$ cat config.mk
export PLATFORM = sky130hd
export DESIGN_NAME = hamming_stream_ecc
export DESIGN_NICKNAME = d
export VERILOG_FILES = /design/src/rtl/hecc_pkg.sv /design/src/rtl/hecc_accum.sv /design/src/rtl/hecc_release.sv /design/src/rtl/hecc_emit.sv /design/src/rtl/hamming_stream_ecc.sv
export SDC_FILE = /design/constraint.sdc
export NUM_CORES = 1
export LEC_CHECK = 0
export ABC_CLOCK_PERIOD_IN_PS = 5700
export BUFFER_PORTS_ARGS = -buffer_cell sky130_fd_sc_hd__clkbuf_2
export CAP_MARGIN = 40
export CORE_MARGIN = 3
export CORE_UTILIZATION = 50
export DETAILED_ROUTE_END_ITERATION = 10
export GPL_ROUTABILITY_DRIVEN = 0
export GPL_TIMING_DRIVEN = 0
export PLACE_DENSITY = 0.71
export SLEW_MARGIN = 20
export SYNTH_ARGS = -nofsm -noshare
export SYNTH_HDL_FRONTEND = slang
export SYNTH_HIERARCHICAL = 1
export SYNTH_SLANG_ARGS = --single-unit
$ cat constraint.sdc
create_clock -name clk -period 5.7 [get_ports clk]
set_input_delay 1.71 -clock clk [delete_from_list [all_inputs] [get_ports clk]]
set_output_delay 1.71 -clock clk [all_outputs]
set_load 0.005 [all_outputs]
$ cat src/rtl/hecc_pkg.sv
package hecc_pkg;

  typedef enum logic {
    DIR_WRITE = 1'b0,
    DIR_READ  = 1'b1
  } xfer_dir_e;

  // Mask of the bit positions inside a byte whose index bit j equals 'odd'.
  function automatic logic [7:0] col_mask(input int j, input logic odd);
    logic [7:0] m;
    for (int b = 0; b < 8; b++) begin
      m[b] = (((b >> j) & 1) == 1) ? odd : ~odd;
    end
    return m;
  endfunction

endpackage

$ cat src/rtl/hecc_accum.sv
module hecc_accum #(
  parameter int CHUNK_BYTES = 256,
  parameter int IDX_W       = 8,
  parameter int RAW_W       = 21
) (
  input  logic             clk,
  input  logic             rst_n,
  input  logic             clr,
  input  logic             ecc_en,
  input  logic             in_valid,
  input  logic [7:0]       in_data,
  output logic             fin,
  output logic [RAW_W-1:0] fin_raw
);

  localparam logic [IDX_W-1:0] LAST_IDX = IDX_W'(CHUNK_BYTES - 1);

  // Contribution of one byte at chunk index ix to the raw parity.
  function automatic logic [RAW_W-1:0] byte_term(input logic [7:0] d,
                                                 input logic [IDX_W-1:0] ix);
    logic [RAW_W-1:0] t;
    logic             bp;
    t  = '0;
    bp = ^d;
    for (int j = 0; j < 3; j++) begin
      t[2*j]   = ^(d & hecc_pkg::col_mask(j, 1'b0));
      t[2*j+1] = ^(d & hecc_pkg::col_mask(j, 1'b1));
    end
    for (int k = 0; k < IDX_W - 1; k++) begin
      t[6+2*k]   = bp & ~ix[k];
      t[6+2*k+1] = bp &  ix[k];
    end
    t[RAW_W-1] = bp & ix[IDX_W-1];
    return t;
  endfunction

  logic [RAW_W-1:0] acc;
  logic [IDX_W-1:0] idx;
  logic [RAW_W-1:0] term;
  logic             take;

  assign take    = in_valid & ecc_en & ~clr;
  assign term    = byte_term(in_data, idx);
  assign fin     = take && (idx == LAST_IDX);
  assign fin_raw = acc ^ term;

  always_ff @(posedge clk or negedge rst_n) begin
    if (!rst_n) begin
      acc <= '0;
      idx <= '0;
    end else if (clr) begin
      acc <= '0;
      idx <= '0;
    end else if (take) begin
      if (fin) begin
        acc <= '0;
        idx <= '0;
      end else begin
        acc <= acc ^ term;
        idx <= idx + IDX_W'(1);
      end
    end
  end

  // a clear leaves an empty chunk behind
  p_clear_empties_r6: assert property (@(posedge clk) disable iff (!rst_n)
    clr |=> (idx == '0) && (acc == '0));

  // nothing moves without an enabled, valid byte
  p_idle_stable_r7: assert property (@(posedge clk) disable iff (!rst_n)
    (!clr && !(in_valid && ecc_en)) |=> ($stable(idx) && $stable(acc)));

  // the final byte restarts the next chunk from zero
  p_restart_r1: assert property (@(posedge clk) disable iff (!rst_n)
    fin |=> (idx == '0) && (acc == '0));

endmodule

$ cat src/rtl/hecc_release.sv
module hecc_release #(
  parameter int RAW_W  = 21,
  parameter int WR_LAT = 2
) (
  input  logic             clk,
  input  logic             rst_n,
  input  logic             fin,
  input  logic [RAW_W-1:0] fin_raw,
  input  logic             dir_rd,
  output logic             done,
  output logic [RAW_W-1:0] hold_raw
);

  localparam int CW = (WR_LAT > 0) ? $clog2(WR_LAT + 1) : 1;

  hecc_pkg::xfer_dir_e dir;
  logic                pend;
  logic [CW-1:0]       cnt;

  assign dir  = hecc_pkg::xfer_dir_e'(dir_rd);
  assign done = pend && (cnt == '0);

  always_ff @(posedge clk or negedge rst_n) begin
    if (!rst_n) begin
      pend     <= 1'b0;
      cnt      <= '0;
      hold_raw <= '0;
    end else if (fin) begin
      hold_raw <= fin_raw;
      pend     <= 1'b1;
      cnt      <= (dir == hecc_pkg::DIR_READ) ? '0 : CW'(WR_LAT);
    end else if (pend) begin
      if (cnt == '0) pend <= 1'b0;
      else           cnt  <= cnt - CW'(1);
    end
  end

  // read-direction result follows the final byte at once
  p_read_next_r8: assert property (@(posedge clk) disable iff (!rst_n)
    (fin && dir_rd) |=> done);

  // a release lasts one cycle
  p_single_pulse_r1: assert property (@(posedge clk) disable iff (!rst_n)
    (done && !fin) |=> !done);

  // the held result does not move while waiting
  p_hold_stable_r9: assert property (@(posedge clk) disable iff (!rst_n)
    (pend && !fin) |=> $stable(hold_raw));

  generate
    if (WR_LAT > 0) begin : g_wr_wait
      // write-direction result is not released early
      p_write_wait_r9: assert property (@(posedge clk) disable iff (!rst_n)
        (fin && !dir_rd) |=> !done);
    end
  endgenerate

endmodule

$ cat src/rtl/hecc_emit.sv
module hecc_emit #(
  parameter int STORE_B = 3
) (
  input  logic                 clk,
  input  logic                 rst_n,
  input  logic                 load,
  input  logic [8*STORE_B-1:0] word,
  output logic                 code_valid,
  output logic [7:0]           code_byte,
  output logic                 code_last
);

  localparam int W  = 8 * STORE_B;
  localparam int LW = $clog2(STORE_B + 1);

  logic [W-1:0]  sh;
  logic [LW-1:0] left;

  assign code_valid = (left != '0);
  assign code_last  = (left == LW'(1));
  assign code_byte  = sh[W-1 -: 8];

  always_ff @(posedge clk or negedge rst_n) begin
    if (!rst_n) begin
      sh   <= '0;
      left <= '0;
    end else if (load) begin
      sh   <= word;
      left <= LW'(STORE_B);
    end else if (left != '0) begin
      sh   <= sh << 8;
      left <= left - LW'(1);
    end
  end

  // emission starts right after a release
  p_emit_start_r5: assert property (@(posedge clk) disable iff (!rst_n)
    load |=> code_valid);

  // emission ends after the marked last byte
  p_emit_end_r5: assert property (@(posedge clk) disable iff (!rst_n)
    (code_last && !load) |=> !code_valid);

endmodule

$ cat src/rtl/hamming_stream_ecc.sv
module hamming_stream_ecc #(
  parameter int CHUNK_BYTES = 256,
  parameter int WR_LAT      = 2,
  localparam int IDX_W      = $clog2(CHUNK_BYTES),
  localparam int RAW_W      = 6 + 2 * IDX_W - 1,
  localparam int STORE_B    = (RAW_W + 2 + 7) / 8,
  localparam int STORE_W    = 8 * STORE_B
) (
  input  logic               clk,
  input  logic               rst_n,
  input  logic               clr,
  input  logic               ecc_en,
  input  logic               dir_rd,
  input  logic               in_valid,
  input  logic [7:0]         in_data,
  output logic               res_done,
  output logic [RAW_W-1:0]   res_raw,
  output logic [STORE_W-1:0] res_store,
  output logic               code_valid,
  output logic [7:0]         code_byte,
  output logic               code_last
);

  // Flash storage form: inverse of the raw parity moved up two bits.
  function automatic logic [STORE_W-1:0] store_form(input logic [RAW_W-1:0] r);
    logic [STORE_W-1:0] wide;
    wide = {{(STORE_W - RAW_W){1'b0}}, r};
    return ~(wide << 2);
  endfunction

  logic             fin;
  logic [RAW_W-1:0] fin_raw;

  hecc_accum #(
    .CHUNK_BYTES (CHUNK_BYTES),
    .IDX_W       (IDX_W),
    .RAW_W       (RAW_W)
  ) u_accum (
    .clk      (clk),
    .rst_n    (rst_n),
    .clr      (clr),
    .ecc_en   (ecc_en),
    .in_valid (in_valid),
    .in_data  (in_data),
    .fin      (fin),
    .fin_raw  (fin_raw)
  );

  hecc_release #(
    .RAW_W  (RAW_W),
    .WR_LAT (WR_LAT)
  ) u_release (
    .clk      (clk),
    .rst_n    (rst_n),
    .fin      (fin),
    .fin_raw  (fin_raw),
    .dir_rd   (dir_rd),
    .done     (res_done),
    .hold_raw (res_raw)
  );

  assign res_store = store_form(res_raw);

  hecc_emit #(
    .STORE_B (STORE_B)
  ) u_emit (
    .clk        (clk),
    .rst_n      (rst_n),
    .load       (res_done),
    .word       (res_store),
    .code_valid (code_valid),
    .code_byte  (code_byte),
    .code_last  (code_last)
  );

  // nothing is released or emitted straight out of reset
  p_reset_quiet_r11: assert property (@(posedge clk)
    !rst_n |=> (!res_done && !code_valid));

endmodule

==> flow_summary.toml <==
[timing]
fmax_ghz = 0.302
post-route-period-util = 0.580
finalClockSkew_ns = 0.00810
maxSlewHeadroom = 0.586
setup_viol = 0
final_max_slew_viol_count = 0
fin_tns_setup_ns = 0
whs_ns = 0.511
fin_crit_ns = 3.31
tightestPinTransition_ns = 0.621
setup_ws_ns = 2.39
rsz0062_at_grt = "no"
final-hold-violation-count = 0

[critical_path]
r2r_cells = 6
worstSetupEndpointType = "flip-flop"
rrSetupSlack_ns = 3.46
crit_fanout = 10
cp-start-kind = "input port"
r2r-start = "u_accum/idx[0]"
path_class = "input port to flip-flop"
setup.worst_path.start = "in_data[5]"
cp-endpoint = "u_release/hold_raw[13]"
arrival_ns = 3.55
crit_required_ns = 5.94
r2r_end = "u_accum/idx[3]"

[global_routing]
gr-total-overflow = 0
grt_pass1_vias = 3037
grt_antenna_before_repair = 0
grt_max_degree = 42
grt_util_all_layers = 0.197
grt_pass1_wl_um = 15300

[floorplanning]
pin_count = 70
die_area_sq_mm = 0.00953
num_rows = 32
die_y_um = 97.6
initial_core_util = 0.529
die_width_um = 97.6
core_sq_mm = 0.00793

[clock_tree]
cts_setup_buffers = 0
cts_tree = "yes"
insertion_delay_ns = 0.35
htree_levels = 3
clockBufferDepth = 2
cts_buffers = 9
ctsHoldBuffers = 0
cts_resized = 0
cts-root-buf = "clkbuf_8"
cts.sink_count = 79
clk_pin_slew_ns = 0.08

[power]
leakagePower_nw = 2.35
powerDensity_mw_per_mm2 = 285
vdd_ir_drop_max_uv = 188
power_mw = 1.40

[logic_synthesis]
ys.flop_type = "dfrtp_1"
yosysTopAreaCellShare = 0.471
yosys_register_bits = 79
avgSynthCellArea_sq_um = 10.5
synthTopCellsByArea = "dfrtp_1 (47%), mux2_4 (6.4%), xnor2_1 (6.1%)"
ys_types = 41
synthCells = 401
yosysMostFrequentCell = "dfrtp_1"
syn_area_sq_mm = 0.00420
async_flop_share = 1.00
yosysWarnings = 6
synth_edf_count = 0
yosysSeqAreaShare = 0.471
yosysTopAreaCell = "dfrtp_1"
synth_common_cells = "dfrtp_1 (79), nand2_1 (55), xnor2_1 (29), inv_1 (26), nor2_1 (22)"

[placement]
port_buffers = 66
dp_hpwl_um = 6660
preCtsSetupSlack_ns = 2.01

[drt]
ant_nets = 0
vias = 3108
drc = 0
wire_per_inst_um = 15.4
vias_per_cell = 5.26
drtIter0Drc = 91
dr.pass1.iters = 4
drt_wl_total_um = 9130

[finish]
fin_util = 0.618
fillers = 649
drive_gt1_frac = 0.284
antenna_cells = 0
area_growth_pct = 16.8
finalNetCount = 502

[flow_run]
drv_cap = 0

[status]
outcome = "finished clean"

[min_path]
hp-class = "flip-flop to flip-flop"
per-stage QoR:
| step | instances | instance area, sq um |
|---|---|---|
| global route | 591 | 4900 |
| finish | 591 | 4900 |
| floorplan | 406 | 4220 |
| global placement | 574 | 4670 |
| detailed placement | 575 | 4700 |
| CTS | 591 | 4900 |
critical path, cell delays in order:
cell	delay (ns)
clkbuf_2	0.10
xnor2_1	0.16
xnor2_2	0.37
xor2_2	0.35
buf_2	0.29
nand2_1	0.14
xnor2_1	0.17
mux2_4	0.25
logic make-up (layout without fill, tap and decap cells):
group,count (synthesis),after routing,synth area share
adders and majority gates,4,4,0.0119
other,1,6,0.000894
and+or+nand+nor,106,106,0.115
muxes,39,39,0.116
DFF,79,79,0.471
AOI/OAI and AO/OA,68,68,0.112
buffers and inverters,62,145,0.0811
xor gates and xnor gates,42,42,0.0930
area by class of cell:
cell class / count / area (sq um) / share of cell area
sequential: 79 / 1980 / 0.403
buffer: 36 / 243 / 0.0495
tap: 102 / 128 / 0.0260
clock buffer: 10 / 138 / 0.0281
inverter: 26 / 97.6 / 0.0199
clock inverter: 6 / 68.8 / 0.0140
timing repair buffer: 67 / 353 / 0.0720
multi-input combinational: 265 / 1900 / 0.387
worst min path at each step:
stage	cells after the start	slack [ns]	from	endpoint
after global placement	1	0.50	u_accum/acc[2]	u_accum/acc[2]
after floorplan	1	0.48	u_accum/acc[2]	u_accum/acc[2]
final	1	0.51	u_accum/acc[3]	u_accum/acc[3]
after global routing	1	0.54	u_accum/acc[2]	u_accum/acc[2]
after CTS	1	0.52	u_accum/acc[3]	u_accum/acc[3]
after detailed placement	1	0.50	u_accum/acc[2]	u_accum/acc[2]
flip-flops by register name, summed over array words and instances, names as in the netlist:
name and flops:
u_emit/sh 24, u_accum/acc 21, u_accum/idx 8, u_release/hold_raw 21, u_release/cnt 2, u_emit/left 2, u_release/pend 1
metal layers:
metal | track usage | vias to the layer above | wire, um
met5 | 0 | - | 0
met4 | 0.0564 | 0 | 98
met3 | 0.0330 | 11 | 359
met2 | 0.323 | 68 | 4390
met1 | 0.269 | 1517 | 4280
li1 | - | 1512 | -
placed cells by master, fill, tap and decap left out, drive strengths merged, types with 2 or more instances in the layout:
master / n
a21o: 3
a21oi: 2
a22o: 4
a31o: 8
a32o: 8
and3: 3
buf: 23
clkbuf: 90
clkinvlp: 4
conb: 6
dfrtp: 79
ha: 4
inv: 27
mux2: 22
mux2i: 17
nand2: 55
nand2b: 4
nand3: 9
nand4: 2
nor2: 22
o211ai: 7
o21ai: 30
o31ai: 3
or4: 7
xnor2: 31
xor2: 11
power by group:
| group | leakage, nW | switching [mW] | internal (mW) | total [mW] |
|---|---|---|---|---|
| sequential | 1.09 | 0.0246 | 0.592 | 0.617 |
| combinational | 1.17 | 0.187 | 0.160 | 0.347 |
| clock | 0.0912 | 0.218 | 0.216 | 0.434 |
| total | 2.35 | 0.430 | 0.968 | 1.40 |
No activity file was read; power rests on OpenSTA's default activity.
